$ cat config.mk
export PLATFORM = sky130hd
export DESIGN_NAME = mbx_irq_intr
export DESIGN_NICKNAME = d
export VERILOG_FILES = /design/src/rtl/mbx_irq_pkg.sv /design/src/rtl/mbx_port_decode.sv /design/src/rtl/mbx_irq_flag.sv /design/src/rtl/mbx_irq_intr.sv
export SDC_FILE = /design/constraint.sdc
export NUM_CORES = 1
export LEC_CHECK = 0
export ABC_AREA = 1
export BUFFER_PORTS_ARGS = -buffer_cell sky130_fd_sc_hd__clkbuf_2
export CAP_MARGIN = 20
export CORE_AREA = 2 2 39 41
export CTS_BUF_LIST = sky130_fd_sc_hd__clkbuf_8
export CTS_CLUSTER_SIZE = 12
export DETAILED_ROUTE_END_ITERATION = 16
export DIE_AREA = 0 0 41 43
export MAX_ROUTING_LAYER = met4
export PLACE_DENSITY = 0.75
export SLEW_MARGIN = 20
export SYNTH_ARGS = -nofsm -noshare
export SYNTH_HDL_FRONTEND = slang
export SYNTH_SLANG_ARGS = --single-unit
$ cat constraint.sdc
create_clock -name clk -period 0.9 [get_ports clk]
set_clock_uncertainty 0.2 [all_clocks]
set_input_delay 0.18 -clock clk [delete_from_list [all_inputs] [get_ports clk]]
set_output_delay 0.18 -clock clk [all_outputs]
set_load 0.005 [all_outputs]
$ cat src/rtl/mbx_irq_pkg.sv
package mbx_irq_pkg;

  typedef enum logic {
    SIDE_LEFT  = 1'b0,
    SIDE_RIGHT = 1'b1
  } side_e;

  // decoded, active-high view of one port's control pins
  typedef struct packed {
    logic enable;
    logic write;
    logic out_en;
  } port_ctl_t;

  function automatic port_ctl_t decode_ctl(input logic en_n, input logic wr_n,
                                           input logic oe_n);
    port_ctl_t c;
    c.enable = ~en_n;
    c.write  = ~wr_n;
    c.out_en = ~oe_n;
    return c;
  endfunction

  // a write access is in progress
  function automatic logic is_write(input port_ctl_t c);
    return c.enable & c.write;
  endfunction

  // a read that actually puts data on the bus
  function automatic logic is_read(input port_ctl_t c);
    return c.enable & ~c.write & c.out_en;
  endfunction

  // next flag state: set has priority over clear
  function automatic logic flag_next(input logic cur, input logic set,
                                     input logic clr);
    logic n;
    if (set)      n = 1'b1;
    else if (clr) n = 1'b0;
    else          n = cur;
    return n;
  endfunction

endpackage

$ cat src/rtl/mbx_port_decode.sv
module mbx_port_decode
  import mbx_irq_pkg::*;
#(
  parameter int          ADDR_W   = 12,
  parameter logic [ADDR_W-1:0] SET_ADDR = '1,
  parameter logic [ADDR_W-1:0] CLR_ADDR = '0
) (
  input  logic              clk,
  input  logic              rst_n,
  input  logic              en_n,
  input  logic              wr_n,
  input  logic              oe_n,
  input  logic [ADDR_W-1:0] addr,
  output logic              set_remote,
  output logic              clr_own,
  output logic              wr_start
);

  port_ctl_t ctl;
  logic      wr_now;
  logic      wr_prev;
  logic      rd_now;

  always_comb begin
    ctl    = decode_ctl(en_n, wr_n, oe_n);
    wr_now = is_write(ctl);
    rd_now = is_read(ctl);
  end

  // previous strobe state; during reset it tracks the pins so that a
  // write already under way when reset lifts is not seen as a new one
  always_ff @(posedge clk) begin
    if (!rst_n) wr_prev <= wr_now;
    else        wr_prev <= wr_now;
  end

  assign wr_start   = wr_now & ~wr_prev;
  assign set_remote = wr_start & (addr == SET_ADDR);
  assign clr_own    = rd_now & (addr == CLR_ADDR);

endmodule

$ cat src/rtl/mbx_irq_flag.sv
module mbx_irq_flag
  import mbx_irq_pkg::*;
(
  input  logic clk,
  input  logic rst_n,
  input  logic set,
  input  logic clr,
  output logic irq_n
);

  logic active;

  always_ff @(posedge clk) begin
    if (!rst_n) active <= 1'b0;
    else        active <= flag_next(active, set, clr);
  end

  assign irq_n = ~active;

endmodule

$ cat src/rtl/mbx_irq_intr.sv
module mbx_irq_intr
  import mbx_irq_pkg::*;
#(
  parameter int ADDR_W = 12
) (
  input  logic              clk,
  input  logic              rst_n,
  input  logic              l_en_n,
  input  logic              l_wr_n,
  input  logic              l_oe_n,
  input  logic [ADDR_W-1:0] l_addr,
  input  logic              r_en_n,
  input  logic              r_wr_n,
  input  logic              r_oe_n,
  input  logic [ADDR_W-1:0] r_addr,
  output logic              l_irq_n,
  output logic              r_irq_n
);

  localparam int NSIDE = 2;
  localparam logic [ADDR_W-1:0] TOP_ADDR  = {ADDR_W{1'b1}};
  localparam logic [ADDR_W-1:0] NEXT_ADDR = TOP_ADDR - 1'b1;

  logic [NSIDE-1:0]             en_n_v, wr_n_v, oe_n_v;
  logic [NSIDE-1:0][ADDR_W-1:0] addr_v;
  logic [NSIDE-1:0]             set_remote_v, clr_own_v, wr_start_v;
  logic [NSIDE-1:0]             irq_n_v;

  assign en_n_v[SIDE_LEFT]  = l_en_n;
  assign en_n_v[SIDE_RIGHT] = r_en_n;
  assign wr_n_v[SIDE_LEFT]  = l_wr_n;
  assign wr_n_v[SIDE_RIGHT] = r_wr_n;
  assign oe_n_v[SIDE_LEFT]  = l_oe_n;
  assign oe_n_v[SIDE_RIGHT] = r_oe_n;
  assign addr_v[SIDE_LEFT]  = l_addr;
  assign addr_v[SIDE_RIGHT] = r_addr;

  // side 0 (left) writes TOP to interrupt the right, reads NEXT to acknowledge;
  // side 1 (right) does the mirror image
  for (genvar s = 0; s < NSIDE; s++) begin : g_side
    localparam logic [ADDR_W-1:0] SET_A = (s == 0) ? TOP_ADDR  : NEXT_ADDR;
    localparam logic [ADDR_W-1:0] CLR_A = (s == 0) ? NEXT_ADDR : TOP_ADDR;

    mbx_port_decode #(
      .ADDR_W  (ADDR_W),
      .SET_ADDR(SET_A),
      .CLR_ADDR(CLR_A)
    ) u_dec (
      .clk       (clk),
      .rst_n     (rst_n),
      .en_n      (en_n_v[s]),
      .wr_n      (wr_n_v[s]),
      .oe_n      (oe_n_v[s]),
      .addr      (addr_v[s]),
      .set_remote(set_remote_v[s]),
      .clr_own   (clr_own_v[s]),
      .wr_start  (wr_start_v[s])
    );

    mbx_irq_flag u_flag (
      .clk  (clk),
      .rst_n(rst_n),
      .set  (set_remote_v[NSIDE-1-s]),
      .clr  (clr_own_v[s]),
      .irq_n(irq_n_v[s])
    );
  end

  // named internal events for the checker
  logic l_set_evt, l_clr_evt, r_set_evt, r_clr_evt;
  logic l_wr_start, r_wr_start;

  assign l_set_evt  = set_remote_v[SIDE_RIGHT];
  assign l_clr_evt  = clr_own_v[SIDE_LEFT];
  assign r_set_evt  = set_remote_v[SIDE_LEFT];
  assign r_clr_evt  = clr_own_v[SIDE_RIGHT];
  assign l_wr_start = wr_start_v[SIDE_LEFT];
  assign r_wr_start = wr_start_v[SIDE_RIGHT];

  assign l_irq_n = irq_n_v[SIDE_LEFT];
  assign r_irq_n = irq_n_v[SIDE_RIGHT];

endmodule

After elaboration in Yosys (flattened, before gate mapping)
Index checks and enable logic that the tools add are counted.

Register bits after elaboration: 4. Latch bits: 0. RAM bits: 0. ROM bits: 0. Bits of input ports: 32. Memories: 0.

Add/subtract/negate cells: 0. Multipliers: 0. Divide/modulo/power cells: 0. Magnitude comparators: 0. Eq/ne operators: 4. Shifts and indexed selects: 0. Mux-type cells: 4. Bitwise logic cells: 22. Reductions and logical operators: 2.

Operator list (number): == test 12 bit (second input constant) (4); AND 1 bit (12); inverter 1 bit (10); two-way mux 1 bit (4); nonzero test 2 bit (2).

Longest topological paths before layout
Gate-level depths: netlist of the first run.

Word-level depth: 6. Gate-level depth with buffers: 7.

By module
From an unflattened synthesis of the first run, not the netlist that was laid out.

Cell total of the unflattened synthesis: 64. Area, all modules: 325.3 um^2.

By module, submodules not included: mbx_port_decode (times used 2, cells each 25, area an instance 115.1 um^2, seq. area each 20.0 um^2); mbx_irq_flag (times used 2, cells each 7, area an instance 47.5 um^2, seq. area each 20.0 um^2).

Least setup slack after synthesis of the first run
No wires, ideal clock.

Path kind: register to register. Start: register g_side[1].u_dec.wr_prev. End: register g_side[0].u_flag.active. Arrival: 649 ps. Setup slack: -15 ps. Cell stages (with the launch flop): 4. Period minus slack after synthesis: 915 ps. Cell sequence: dfxtp_1 > nor3b_2 > nand3_2 > a21oi_2.

Cells in the longest elaborated chain, start to end: 4.

Ends and longest elaborated chain: from (decl) (line mbx_port_decode.sv:21) `logic wr_prev;`; from (signal assigned) (line mbx_port_decode.sv:33) `if (!rst_n) wr_prev <= wr_now;`; from (signal assigned) (line mbx_port_decode.sv:34) `else wr_prev <= wr_now;`; inverter 1 bit (*) (line mbx_port_decode.sv:37) `assign wr_start = wr_now & ~wr_prev;`; AND 1 bit (*) (line mbx_port_decode.sv:37); AND 1 bit (*) (line mbx_port_decode.sv:38) `assign set_remote = wr_start & (addr == SET_ADDR);`; two-way mux 1 bit / nonzero test 2 bit (equally long branches); to (signal assigned) (line mbx_irq_flag.sv:15) `else active <= flag_next(active, set, clr);`; to (decl) (line mbx_irq_flag.sv:11) `logic active;`.

Mark *: on every way between the ends. The rest lies on a longest branch, timed or not. A chain may end at the register's enable or synchronous reset.

Worst setup path after layout of the first run
Start: register g_side[0].u_flag.active. End: output l_irq_n.

Cells in the longest elaborated chain, start to end: 1.

Ends and longest elaborated chain: inverter 1 bit (line mbx_irq_flag.sv:18) `assign irq_n = ~active;`; to (decl) (line mbx_irq_intr.sv:16) `output logic l_irq_n,`.

Every way passes these cells.

==> results.cfg, run 1 <==
[worst_setup_path]
crit_type = reg2out
critPathMaxFanout = 2
crit_path_start = g_side[0].u_flag.active
critical_path.startpoint_type = register
timing.critical_path.arrival_ps = 670
critical_path.endpoint = l_irq_n
worstRegToRegCells = 3
crit-reg2reg-launch = g_side[1].u_dec.wr_prev
critical_r2r_capture = g_side[0].u_flag.active
reg2reg_setup_slack_ps = -30
worst_setup_end_kind = output port
critPathRequiredTime_ps = 520

[timing]
final.period_utilization_pct = 117
grt_setup_unrepaired = yes
fin_crit_ps = 1050
clock.fmax_mhz = 953
finalWorstSetupSlack_ps = -149
hold-worst-slack_ps = -46.7
relSlewSlack_pct = 89.8
finalHoldViolCount = 3
worst_slew_pin_slew_ps = 153
timing.final.max_slew_violations = 0
setup_total_negative_slack_ps = -315
setup_viol_count_final = 3

[routing]
avgViaCountPerCell = 3.87
wire_per_inst_um = 6.66
detailedRoute.firstIterationViolations = 0
dr_total_vias = 441
postRouteAntennaNets = 0
drt_wl_total_um = 759
drc = 0
drt_first_pass_iters = 1

[yosys]
synth_mux_area_share_pct = 0
ys_warn_count = 0
synthTopCellsByArea = dfxtp_1 (22%), nand2_1 (21%), inv_1 (15%)
synth_largest_area_cell = dfxtp_1
synth_most_common_cell = nand2_1
postSynth.asyncResetShare_pct = 0
synth_seq_cells = 4
synth.top_cells.by_count = nand2_1 (20), inv_1 (15), nor2_1 (6)
synthesis.nets = 94
post_synth.cell_area_avg_sq_um = 5.89
synthAdderAreaFrac_pct = 0
synth.yosys.seq_area_share_pct = 21.9
synth_top_area_share_pct = 21.9
main_combinational_cell_family_by_area_after_synthesis = simple AND/OR/NAND/NOR gates
synth_xor_xnor_area_share_pct = 0
post_synth_and_or_nand_nor_area_fraction_pct = 53.8
post_synth_instance_area_sq_um = 365
synth_enable_flop_cells = 0
postSynthCellCount = 62
synth_cell_type_count = 12
synth_compound_gate_area_share_pct = 4.79
synth-main-ff-cell = dfxtp_1

[placed_design]
place.gp.congestion = 0.641
detailed_place_hpwl_um = 704
dpl.cell_count = 111
postPlaceCellArea_sq_um = 551
port_buffers = 33

[floorplanning]
core_sq_um = 1380
top_level_ports = 34
die_y_um = 43
site_rows = 14
start_util_pct = 26.4
die_w_um = 41
die-area_sq_um = 1760

[outcome]
violations = negative hold slack, negative setup slack
run_status = finished with violations

[global_routing]
grt_pass1_vias = 416
grt.overflow.total = 0
grt_pass1_wl_um = 1310
grt_max_degree = 4
grt_usage_pct = 11.6
antenna_found_initial = 0

[clock_network]
clock_tree_from_tritoncts = built
cts_num_sinks = 4
clk_latency_ps = 210
cts-root-buf = clkbuf_8
clk_pin_slew_worst_paths_ps = 30
cts_made_buffers = 3
clock_path_buffers = 2
cts_max_level = 1

[run]
drv_cap = 0

[power]
p_leak_nw = 0.365
peak_ir_drop_on_the_vdd_network_mv = 0.729
power_per_cell_area_nw_per_um2 = 1140

[layout]
stdcell_count = 114
finished_layout_cell_area_sq_um = 604
drive_gt1_share_pct = 59.2
finalCoreUtilization_pct = 43.7
seqCellArea_sq_um = 85.1
multi_input_area_sq_um = 221
final_net_count = 132
fillers = 146
area_growth_from_synthesis_to_layout_pct = 65.4
insertedDiodeCount = 0

[worst_hold_path]
worstHoldPathType = in2reg
## cell type report
class / instances / share of cell area (%)
Timing Repair Buffer: 33 / 27.3
Multi-Input combinational cell: 39 / 36.6
Sequential cell: 4 / 14.1
Inverter: 19 / 11.8
Tap cell: 16 / 3.31
Clock buffer: 3 / 6.83
## worst max-delay path, stage by stage (launching register included)
cell and delay, ps:
dfxtp_2 330, inv_2 30, clkbuf_2 100
## state kept, by name, indices dropped and copies added (netlist names)
register and flops:
g_side.u_dec.wr_prev 2, g_side.u_flag.active 2
## worst min-delay path by stage
| stage | startpoint | endpoint | slack, ps | cells after the start |
|---|---|---|---|---|
| 2_1_floorplan | r_en_n | g_side[1].u_dec.wr_prev | 50 | 1 |
| 3_3_place_gp | r_en_n | g_side[1].u_dec.wr_prev | 180 | 2 |
| 3_5_place_dp | r_en_n | g_side[1].u_dec.wr_prev | 180 | 2 |
| 4_1_cts | r_en_n | g_side[1].u_dec.wr_prev | -40 | 2 |
| 5_1_grt | r_en_n | g_side[1].u_dec.wr_prev | -40 | 2 |
| 6_report | r_en_n | g_side[1].u_dec.wr_prev | -50 | 2 |
## where the power goes
| group | total (mW) | leakage [nW] | switching [mW] | internal (mW) |
|---|---|---|---|---|
| Clock | 0.373 | 0.0216 | 0.0887 | 0.285 |
| Combinational | 0.126 | 0.309 | 0.0555 | 0.0703 |
| Sequential | 0.187 | 0.0343 | 0.00275 | 0.184 |
| Total | 0.686 | 0.365 | 0.147 | 0.539 |
## kinds of logic (layout without fill, tap and decap cells)
family                 Yosys count  in the layout
buffers and inverters           19             55
and+or+nand+nor                 37             37
DFF                              4              4
AOI/OAI and AO/OA                2              2
## stage by stage
step	worst slack, ps	total power, mW	hold slack, ps
detailed placement	-125	0.312	182
global placement	-105	0.308	178
finish	-149	0.686	-46.7
global route	-181	0.734	-39.8
CTS	-158	0.699	-39.9
floorplan	-2.45	0.238	46.7
## placed cells by master, fill, tap and decap left out
master     n
a21oi_2    2
nand2_2    3
nand3b_1   2
clkbuf_2  33
inv_1     13
nor2_4     3
nand3_2    2
nand2_1   20
clkbuf_8   3
nor3_2     1
nor3b_2    1
nor2_1     5
inv_2      6
dfxtp_2    4
## routing by layer
| layer | vias to the layer above | track usage, % | share of wire, % |
|---|---|---|---|
| met4 | 0 | 8.00 | 2.5 |
| met5 | - | - | 0 |
| met1 | 163 | 10.6 | 37 |
| li1 | 247 | - | - |
| met2 | 29 | 17.8 | 45 |
| met3 | 2 | 5.76 | 15 |
## repair_timing
| item | CTS | global route |
|---|---|---|
| gates resized for setup | 3 | 5 |
| setup endpoints to repair | 3 | 4 |
| hold endpoints to repair | 3 | 1 |
| pin swaps | 2 | 3 |
| setup buffers | 0 | 0 |
Power figures use the tool's default switching activity.
==> run 2: changes to the inputs <==
--- a/config.mk
+++ b/config.mk
@@ -5,7 +5,7 @@
 export SDC_FILE = /design/constraint.sdc
 export NUM_CORES = 1
 export LEC_CHECK = 0
-export ABC_AREA = 1
+export ABC_AREA = 0
 export BUFFER_PORTS_ARGS = -buffer_cell sky130_fd_sc_hd__clkbuf_2
 export CAP_MARGIN = 20
 export CORE_AREA = 2 2 39 41
@@ -14,7 +14,7 @@
 export DETAILED_ROUTE_END_ITERATION = 16
 export DIE_AREA = 0 0 41 43
 export MAX_ROUTING_LAYER = met4
-export PLACE_DENSITY = 0.75
+export PLACE_DENSITY = 0.63
 export SLEW_MARGIN = 20
 export SYNTH_ARGS = -nofsm -noshare
 export SYNTH_HDL_FRONTEND = slang
==> run 2 against run 1 <==
The run still ends with negative hold slack, negative setup slack left. Sequential power barely moved. Combinational power fell by 24%. Flip-flop and latch count did not move. Largest cell class is now non-clock buffers. Power fell by 5.1%. Utilization fell by 8.6 points. Critical path type is now reg2reg. Largest power group unchanged. Register-to-register slack got worse by 530 ps. Global-route usage fell by 1.9 points. Via count fell by 19%. Cell area fell by 20%.
==> results.cfg, run 2 <==
[layout]
multi_input_area_sq_um = 133
seqCellArea_sq_um = 81.3
final_net_count = 101
top_regs = g_side.u_dec.wr_prev: 2 flops, g_side.u_flag.active: 2 flops
area_growth_from_synthesis_to_layout_pct = 120
fillers = 157
insertedDiodeCount = 0
finalCoreUtilization_pct = 35.1
most_common_library_cell_in_the_layout_ignoring_fill_and_taps = clkbuf_2
drive_gt1_share_pct = 65.7
top_library_cells_by_usage_in_the_layout_fill_and_taps_aside = clkbuf_2 (33), buf_4 (5), nand4_1 (4)

[worst_setup_path]
critical_path_cell_sequence = or4b_1 -> or4_1 -> o21ai_1
timing.critical_path.arrival_ps = 1410
crit_type = reg2reg
timing.critical_path.slowest_stage_cell = or4b_1
critPathRequiredTime_ps = 850
worst_setup_end_kind = register
critical_path.startpoint_type = register
critical_path.max_stage_delay_ps = 440
critPathMaxFanout = 1
path_delay_family = simple AND/OR/NAND/NOR gates
cp.buffers_inverters = 0

[timing]
grt_setup_unrepaired = yes
finalHoldViolCount = 1
setup_viol_count_final = 4
timing.final.max_slew_violations = 0
worst_slew_pin_slew_ps = 351
hold-worst-slack_ps = -73.0
relSlewSlack_pct = 76.4
clock.fmax_mhz = 685
fin_crit_ps = 1460
final.period_utilization_pct = 162
finalWorstSetupSlack_ps = -561

[run]
drv_cap = 0

[outcome]
violations = negative hold slack, negative setup slack
run_status = finished with violations

[placed_design]
place.gp.congestion = 0.700
detailed_place_hpwl_um = 654
port_buffers = 33

[yosys]
postSynth.asyncResetShare_pct = 0
post_synth.cell_area_avg_sq_um = 8.47
synth-main-ff-cell = dfxtp_1
ys_warn_count = 0
synth_cell_type_count = 13
synth.top_cells.by_count = dfxtp_1 (4), nand4_1 (4)
synth_largest_area_cell = dfxtp_1
postSynthCellCount = 26
synth_top_area_share_pct = 36.4
synthTopCellsByArea = dfxtp_1 (36%), nand4_1 (11%), nand4b_1 (8.0%)
synth.yosys.seq_area_share_pct = 36.4
synthesis.nets = 58
synth_enable_flop_cells = 0
post_synth_instance_area_sq_um = 220
synth_seq_cells = 4

[routing]
met3WireLength_um = 83
avgViaCountPerCell = 4.33
wl_on_met1_um = 236
wire_per_inst_um = 8.37
drc = 0
detailroute.wirelength.met2_um = 374
highest_signal_layer = met3
postRouteAntennaNets = 0
dr_total_vias = 359
detailedRoute.firstIterationViolations = 6
drt_first_pass_iters = 4
drt_wl_total_um = 695

[power]
peak_ir_drop_on_the_vdd_network_mv = 0.938
power_per_cell_area_nw_per_um2 = 1340
design_power_total_mw = 0.652
p_leak_nw = 0.239

[clock_network]
clock_path_buffers = 2
cts_max_level = 1
cts_made_buffers = 3
clock_tree_from_tritoncts = built
cts_num_sinks = 4
cts-root-buf = clkbuf_8
clk_latency_ps = 210
clk_pin_slew_worst_paths_ps = 30

[global_routing]
grt.overflow.total = 0
antenna_found_initial = 0
grt_pass1_wl_um = 1100
grt_usage_pct = 9.77
grt_max_degree = 4
grt_pass1_vias = 329

[floorplanning]
top_level_ports = 34
die_w_um = 41
die-area_sq_um = 1760
die_y_um = 43
site_rows = 14
core_sq_um = 1380
start_util_pct = 15.9

[worst_hold_path]
worstHoldPathType = in2reg
## run 2: cell count changes in the layout (fill, tap and decap cells not counted), moves of 3 or more
cell,delta
buf_4,+5
dfxtp_1,+3
dfxtp_2,-3
inv_1,-12
inv_2,-5
nand2_1,-18
nand2_2,-3
nand4_1,+4
nor2_1,-3
nor2_4,-3
## run 2: what timing repair did
action / CTS / global route
setup endpoints to repair: 4 / 4
pin swaps: 0 / 0
buffers inserted: 0 / 1
endpoints found under the hold margin: 1 / 1
gates resized for setup: 3 / 0
## run 2: kinds of logic (layout without fill, tap and decap cells)
logic type / count (synthesis) / in the layout / synth area share, %
AOI/OAI and AO/OA: 2 / 2 / 4.55
buffers and inverters: 2 / 43 / 3.41
DFF: 4 / 4 / 36.4
and+or+nand+nor: 18 / 18 / 55.7
## run 2: worst paths after layout
path	from	to	slack, ps	depth (start not counted)
min reg2reg	g_side[0].u_flag.active	g_side[0].u_flag.active	270	2
min	l_en_n	g_side[0].u_dec.wr_prev	-70	2
max	g_side[1].u_dec.wr_prev	g_side[0].u_flag.active	-560	3
max reg2reg	g_side[1].u_dec.wr_prev	g_side[0].u_flag.active	-560	3
## run 2: cell type report
| class | count | share of cell area (%) |
|---|---|---|
| Timing Repair Buffer | 38 | 41.8 |
| Multi-Input combinational cell | 20 | 27.3 |
| Sequential cell | 4 | 16.8 |
| Clock buffer | 3 | 8.51 |
| Tap cell | 16 | 4.12 |
| Inverter | 2 | 1.55 |
## run 2: power by group
part / total (mW) / switching (mW) / leakage [nW] / internal (mW)
combinational: 0.0960 / 0.0288 / 0.184 / 0.0672
sequential: 0.184 / 0.000765 / 0.0333 / 0.183
clock: 0.372 / 0.0870 / 0.0216 / 0.285
total: 0.652 / 0.117 / 0.239 / 0.535
## run 2: per-layer routing
| layer | track usage, % | vias to the layer above |
|---|---|---|
| li1 | - | 187 |
| met1 | 7.72 | 159 |
| met2 | 15.9 | 13 |
| met3 | 10.5 | 0 |
| met4 | 0 | 0 |
| met5 | - | - |
## run 2: stage by stage
step	worst slack (ps)	TNS [ps]	cells	area, sq um
5_1_grt	-602	-1280	83	485
3_5_place_dp	-627	-1010	79	435
6_report	-561	-1140	83	485
3_3_place_gp	-596	-961	79	435
2_1_floorplan	-529	-761	26	220
4_1_cts	-574	-1180	82	478
